===== config.mk =====
export PLATFORM = sky130hd
export DESIGN_NAME = sdram_bank_tracker
export DESIGN_NICKNAME = d
export VERILOG_FILES = /design/src/rtl/sdram_trk_pkg.sv /design/src/rtl/sdram_bank_fsm.sv /design/src/rtl/sdram_viol_merge.sv /design/src/rtl/sdram_bank_tracker.sv
export SDC_FILE = /design/constraint.sdc
export NUM_CORES = 1
export LEC_CHECK = 0
export BUFFER_PORTS_ARGS = -buffer_cell sky130_fd_sc_hd__clkbuf_2
export CELL_PAD_IN_SITES_DETAIL_PLACEMENT = 0
export CELL_PAD_IN_SITES_GLOBAL_PLACEMENT = 1
export CORE_UTILIZATION = 35
export CTS_CLUSTER_DIAMETER = 60
export DETAILED_ROUTE_END_ITERATION = 6
export GPL_TIMING_DRIVEN = 0
export PLACE_DENSITY = 0.63
export SYNTH_ARGS = -nofsm -noshare
export SYNTH_HDL_FRONTEND = slang
export SYNTH_SLANG_ARGS = --single-unit

===== constraint.sdc =====
create_clock -name clk -period 2.7 [get_ports clk]
set_clock_uncertainty 0.1 [all_clocks]
set_input_delay 0.54 -clock clk [delete_from_list [all_inputs] [get_ports clk]]
set_output_delay 0.54 -clock clk [all_outputs]
set_load 0.01 [all_outputs]

===== src/rtl/sdram_trk_pkg.sv =====
`timescale 1ns/1ps
package sdram_trk_pkg;

  typedef enum logic [2:0] {
    CMD_NOP = 3'd0,
    CMD_ACT = 3'd1,
    CMD_RD  = 3'd2,
    CMD_WR  = 3'd3,
    CMD_PRE = 3'd4
  } cmd_e;

  typedef enum logic [1:0] {
    BK_IDLE  = 2'd0,
    BK_OPEN  = 2'd1,
    BK_APEND = 2'd2,
    BK_PRECH = 2'd3
  } bank_st_e;

  // ceiling of a delay in ns over the clock period in ns
  function automatic int ns_to_cyc(input int t_ns, input int per_ns);
    return (t_ns + per_ns - 1) / per_ns;
  endfunction

  function automatic int max3(input int a, input int b, input int c);
    int m;
    m = (a > b) ? a : b;
    return (m > c) ? m : c;
  endfunction

endpackage


===== src/rtl/sdram_bank_fsm.sv =====
`timescale 1ns/1ps
module sdram_bank_fsm
  import sdram_trk_pkg::*;
#(
  parameter int RAS_C = 5,
  parameter int WR_C  = 2,
  parameter int RP_C  = 2,
  parameter int BL    = 4,
  parameter int CW    = 4
) (
  input  logic clk,
  input  logic rst,
  input  cmd_e cmd,
  input  logic a10,
  input  logic sel,
  input  logic accept,
  input  logic other_acc,
  output logic bad,
  output logic is_open,
  output logic is_ready
);

  localparam logic [CW-1:0] RAS_LD   = CW'(RAS_C - 1);
  localparam logic [CW-1:0] RP_LD    = CW'(RP_C - 1);
  localparam logic [CW-1:0] WR_LD    = CW'(WR_C - 1);
  localparam logic [CW-1:0] AP_RD_LD = CW'(BL - 1);
  localparam logic [CW-1:0] AP_WR_LD = CW'(BL + WR_C - 2);

  bank_st_e        st;
  logic [CW-1:0]   ras_left, rp_left, ap_left;
  logic            ap_wr;

  // named events, used by the assertions below
  logic is_acc, addressed, ras_ok, rp_done;
  logic ap_rd_intr, ap_wr_intr, ap_fire, pre_go, act_go, ap_go;
  logic [CW-1:0] ap_dec, ap_nxt;

  assign is_acc     = (cmd == CMD_RD) || (cmd == CMD_WR);
  assign addressed  = ((cmd == CMD_PRE) && a10) || sel;
  assign ras_ok     = (ras_left == '0);
  assign rp_done    = (st == BK_PRECH) && (rp_left == '0);
  assign is_ready   = (st == BK_IDLE) || rp_done;
  assign is_open    = (st == BK_OPEN) || (st == BK_APEND);

  assign ap_rd_intr = (st == BK_APEND) && !ap_wr && other_acc;
  assign ap_wr_intr = (st == BK_APEND) &&  ap_wr && other_acc;
  assign ap_fire    = (st == BK_APEND) && ras_ok && ((ap_left == '0) || ap_rd_intr);
  assign pre_go     = accept && (cmd == CMD_PRE) && addressed && (st == BK_OPEN);
  assign act_go     = accept && sel && (cmd == CMD_ACT);
  assign ap_go      = accept && sel && is_acc && a10;

  assign ap_dec = (ap_left == '0) ? '0 : ap_left - 1'b1;
  assign ap_nxt = (ap_wr_intr && (ap_dec > WR_LD)) ? WR_LD : ap_dec;

  always_comb begin
    case (cmd)
      CMD_ACT: bad = sel && !is_ready;
      CMD_RD,
      CMD_WR:  bad = sel && (st != BK_OPEN);
      CMD_PRE: bad = addressed && ((st == BK_APEND) || ((st == BK_OPEN) && !ras_ok));
      default: bad = 1'b0;
    endcase
  end

  always_ff @(posedge clk) begin
    if (rst) begin
      st       <= BK_IDLE;
      ras_left <= '0;
      rp_left  <= '0;
      ap_left  <= '0;
      ap_wr    <= 1'b0;
    end else begin
      if (act_go)
        ras_left <= RAS_LD;
      else if (!ras_ok)
        ras_left <= ras_left - 1'b1;

      if (act_go) begin
        st <= BK_OPEN;
      end else if (ap_go) begin
        st      <= BK_APEND;
        ap_wr   <= (cmd == CMD_WR);
        ap_left <= (cmd == CMD_WR) ? AP_WR_LD : AP_RD_LD;
      end else if (pre_go || ap_fire) begin
        st      <= BK_PRECH;
        rp_left <= RP_LD;
      end else if (st == BK_PRECH) begin
        if (rp_left == '0)
          st <= BK_IDLE;
        else
          rp_left <= rp_left - 1'b1;
      end else if (st == BK_APEND) begin
        ap_left <= ap_nxt;
      end
    end
  end


  pre_no_restart_chk: assert property (@(posedge clk) disable iff (rst)
    (st == BK_PRECH && rp_left != '0 && cmd == CMD_PRE && addressed)
      |=> (st == BK_PRECH && rp_left == $past(rp_left) - 1'b1));


  ap_ras_hold_chk: assert property (@(posedge clk) disable iff (rst)
    (st == BK_APEND && !ras_ok) |=> (st == BK_APEND));


  rd_intr_chk: assert property (@(posedge clk) disable iff (rst)
    (ap_rd_intr && ras_ok) |=> (st == BK_PRECH && rp_left == RP_LD));

endmodule


===== src/rtl/sdram_viol_merge.sv =====
`timescale 1ns/1ps
module sdram_viol_merge
  import sdram_trk_pkg::*;
#(
  parameter int NB = 4
) (
  input  logic          clk,
  input  logic          rst,
  input  cmd_e          cmd,
  input  logic [NB-1:0] bad,
  output logic          accept,
  output logic          viol
);

  logic any_bad;
  assign any_bad = |bad;
  assign accept  = !any_bad;

  always_ff @(posedge clk) begin
    if (rst) viol <= 1'b0;
    else     viol <= any_bad;
  end


  quiet_nop_chk: assert property (@(posedge clk) disable iff (rst)
    (cmd == CMD_NOP) |=> !viol);

endmodule


===== src/rtl/sdram_bank_tracker.sv =====
`timescale 1ns/1ps
module sdram_bank_tracker
  import sdram_trk_pkg::*;
#(
  parameter int CLK_PERIOD_NS = 10,
  parameter int T_RAS_NS      = 45,
  parameter int T_WR_NS       = 14,
  parameter int T_RP_NS       = 19,
  parameter int BURST_LEN     = 4,
  parameter int NUM_BANKS     = 4,
  localparam int BA_W         = $clog2(NUM_BANKS)
) (
  input  logic                 clk,
  input  logic                 rst,
  input  logic [2:0]           cmd,
  input  logic                 a10,
  input  logic [BA_W-1:0]      ba,
  output logic [NUM_BANKS-1:0] bank_open,
  output logic [NUM_BANKS-1:0] bank_ready,
  output logic                 viol
);


  localparam int RAS_C = ns_to_cyc(T_RAS_NS, CLK_PERIOD_NS);
  localparam int WR_C  = ns_to_cyc(T_WR_NS,  CLK_PERIOD_NS);
  localparam int RP_C  = ns_to_cyc(T_RP_NS,  CLK_PERIOD_NS);
  localparam int CMAX  = max3(RAS_C, RP_C, BURST_LEN + WR_C);
  localparam int CW    = $clog2(CMAX + 1);

  cmd_e                 cmd_t;
  logic [NUM_BANKS-1:0] sel, bad, other_acc;
  logic                 accept, is_acc;

  assign cmd_t  = cmd_e'(cmd);
  assign is_acc = (cmd_t == CMD_RD) || (cmd_t == CMD_WR);

  for (genvar i = 0; i < NUM_BANKS; i++) begin : g_bank
    assign sel[i]       = (ba == BA_W'(i));
    assign other_acc[i] = accept && is_acc && !sel[i];

    sdram_bank_fsm #(
      .RAS_C(RAS_C), .WR_C(WR_C), .RP_C(RP_C), .BL(BURST_LEN), .CW(CW)
    ) u_bank (
      .clk      (clk),
      .rst      (rst),
      .cmd      (cmd_t),
      .a10      (a10),
      .sel      (sel[i]),
      .accept   (accept),
      .other_acc(other_acc[i]),
      .bad      (bad[i]),
      .is_open  (bank_open[i]),
      .is_ready (bank_ready[i])
    );
  end

  sdram_viol_merge #(.NB(NUM_BANKS)) u_merge (
    .clk   (clk),
    .rst   (rst),
    .cmd   (cmd_t),
    .bad   (bad),
    .accept(accept),
    .viol  (viol)
  );


  rdwr_closed_chk: assert property (@(posedge clk) disable iff (rst)
    (is_acc && !bank_open[ba]) |=> viol);

endmodule


==> run_results.csv <==
group,metric,value,unit
sta,setup_slack,0.0500,ns
outcome,status,"finished, final reports clean",
synth,synth_common_cells,"49 x dfxtp_1, 45 x nand2_1, 40 x a21oi_1, 40 x inv_1, 32 x ha_1",
grt,globalRouteOverflowTotal,0,
synth,yosys.area.top_type_share,28.2,%
drt,drt-met1-wl,4760,um
pwr,p_leak,0.00151,uW
drt,antenna_left,0,
critical_path,path_class,"flip-flop to flip-flop",
sta,worstMarginPinSlew,0.708,ns
placed_design,port_buffers,12,
synth,synth.avg_cell_area,7.89,sq um
grt,grt_pass1_wl,16200,um
drt,wl_met2,4710,um
synth,yosysWarningCount,0,
drt,wire_per_inst,16.4,um
cells_and_area,area_delta_synth_final,16.9,%
clocking,clk_path_buf_depth,2,
critical_path,worst_setup_path_start_kind,"flip-flop",
placed_design,dp.final_hpwl,7100,um
pwr,power.total,2020,uW
clocking,cts_hold_buf,0,
sta,setup_viol,0,
die,dieArea,10300,sq um
drt,drt_wl_total,9920,um
die,num_rows,36,
critical_path,cp_max_fo,2,
pwr,powerDensity,497,nW/um^2
placed_design,placed_area,3720,sq um
clocking,clkLatencyLatePin,0.31,ns
synth,synth_async_sr_flop_share,0,%
die,num_io_pins,17,
placed_design,pre_cts_ws,-0.352,ns
sta,fin_tns_setup,0,ns
sta,hold_viol_final,0,
sta,rsz0062_at_grt,"yes",
pwr,vdd_ir_drop_max,280,uV
critical_path,arrival,2.72,ns
worst_hold_path,hold_class,"input port to flip-flop",
clocking,numCtsBuffers,5,
sta,fin_crit,2.65,ns
run,maxCapViolations,0,
drt,route.met3.wl,299,um
synth,syn_area,3480,sq um
die,core,9680,sq um
drt,drcViolationCount,0,
critical_path,cp_data_required_time,2.77,ns
cells_and_area,layout-drive-gt1-share,17.4,%
drt,dr.pass1.iters,5,
placed_design,place_congestion,0.789,
cells_and_area,design_area,4070,sq um
clocking,clk_pin_slew_worst_paths,0.10,ns
grt,grt_max_degree,14,
drt,drt_iter0_drc,136,
synth,ys_ff_latch,49,
grt,grtUsageTotal,20.3,%
clocking,cts_root_buf,"clkbuf_8",
clocking,cts_tree,"done",
drt,via_per_inst,5.51,
die,fp.dieW,102,um
clocking,htreeDepth,2,
synth,yosysSeqAreaShare,28.2,%
cells_and_area,diodes,0,
synth,synth_ff_type,"dfxtp_1",
synth,synthCells,441,
die,initial_core_util,35.9,%
grt,antenna_found_initial,0,
synth,synth_nets,481,
sta,period_share,98.1,%
grt,grt_pass1_vias,3141,
clocking,cts_num_sinks,49,
synth,synth_top_cell_by_area,"dfxtp_1",
sta,fmax,377,MHz
sta,slew_headroom,52.8,%
synth,synth_edf_count,0,
synth,synth_cell_types,62,
synth,yosysMostFrequentCell,"dfxtp_1",
sta,slew_viol_final,0,
die,die_y,102,um
critical_path,worstSetupEndpointType,"flip-flop",
drt,route.vias.total,3329,
synth,synth.area.top_cells,"dfxtp_1 28%, ha_1 12%, a21oi_1 5.8%, nand2_1 4.9%, inv_1 4.3%",
drt,routed.top_layer,"met4",
cells_and_area,nets,511,
[final cells by class]
| cell class | instances | area [sq um] |
|---|---|---|
| plain buffers | 22 | 119 |
| clock buffers | 7 | 86.3 |
| fillers | 1018 | 5620 |
| inverters | 40 | 150 |
| multi-input cells | 327 | 2400 |
| flip-flops and latches | 49 | 986 |
| well taps | 133 | 166 |
| repair buffers | 26 | 165 |
[worst max-delay path, stage by stage (launching register included)]
cell and delay (ns):
dfxtp_2 0.35, inv_2 0.04, ha_4 0.15, ha_4 0.15, a21o_1 0.18, mux4_2 0.48, and4b_1 0.23, or4_4 0.51
a211oi_2 0.23, a211oi_1 0.06
[flip-flops by register name (all words and copies together) (netlist names)]
register,count
g_bank.u_bank.ap_wr,4
g_bank.u_bank.ap_left,12
u_merge.viol,1
g_bank.u_bank.st,8
g_bank.u_bank.ras_left,12
g_bank.u_bank.rp_left,12
[timing repair]
action | 4_1_cts | 5_1_grt
buffers inserted | 12 | 2
pin swaps | 11 | 9
gates resized for setup | 20 | 14
endpoints found under the setup margin | 17 | 27
[metrics by stage]
step | utilization (%) | cells | hold WS (ns)
after CTS | 41.3 | 604 | 0.342
after global routing | 42.0 | 604 | 0.345
final | 42.0 | 604 | 0.353
after detailed placement | 38.4 | 586 | 0.353
after floorplan | - | 441 | 0.340
after global placement | 38.4 | 586 | 0.350
[report_power, final]
part	internal (uW)	switching (uW)	total (uW)	leakage [uW]
clock network	204	257	461	0.0000443
registers	808	46.1	854	0.000400
logic	294	415	709	0.00106
total	1310	718	2020	0.00151
[cells by family (layout without fill, tap and decap cells)]
| logic type | after synthesis | count (layout) | share of synthesized area, % |
|---|---|---|---|
| flops | 49 | 49 | 28.2 |
| simple gates | 153 | 153 | 22.4 |
| fa+ha+maj | 32 | 32 | 11.5 |
| mux | 11 | 11 | 3.52 |
| compound gates | 127 | 127 | 25.1 |
| buf+inv | 65 | 95 | 8.27 |
| xor+xnor | 4 | 4 | 1.01 |
[final timing paths]
path / end / slack (ns) / from / cells after the start
max reg2reg: g_bank[1].u_bank.rp_left[0] / 0.05 / g_bank[3].u_bank.rp_left[1] / 9
min reg2reg: g_bank[0].u_bank.rp_left[2] / 0.36 / g_bank[0].u_bank.rp_left[2] / 2
max: g_bank[1].u_bank.rp_left[0] / 0.05 / g_bank[3].u_bank.rp_left[1] / 9
min: g_bank[1].u_bank.ras_left[1] / 0.35 / rst / 2
[per-layer routing]
| layer | vias up | GRT usage [%] |
|---|---|---|
| met4 | 0 | 5.69 |
| li1 | 1655 | - |
| met1 | 1589 | 27.1 |
| met3 | 14 | 2.48 |
| met5 | - | 0 |
| met2 | 71 | 34.4 |
[cells in the final DEF (no fill, tap or decap), types with 7 or more instances in the layout]
cell type  count
mux2i_1        9
clkbuf_1      10
o31ai_1        7
buf_4         22
nand3_1        9
ha_1          24
dfxtp_1       45
inv_1         36
clkbuf_2      12
nand2_1       45
o21ai_0       12
nand4_1        8
nor2_1        30
a21oi_1       39
a31oi_1        7
nand2b_1       9
nor3_1        15
nor2b_1        7
No activity file was read; power rests on OpenSTA's default activity.
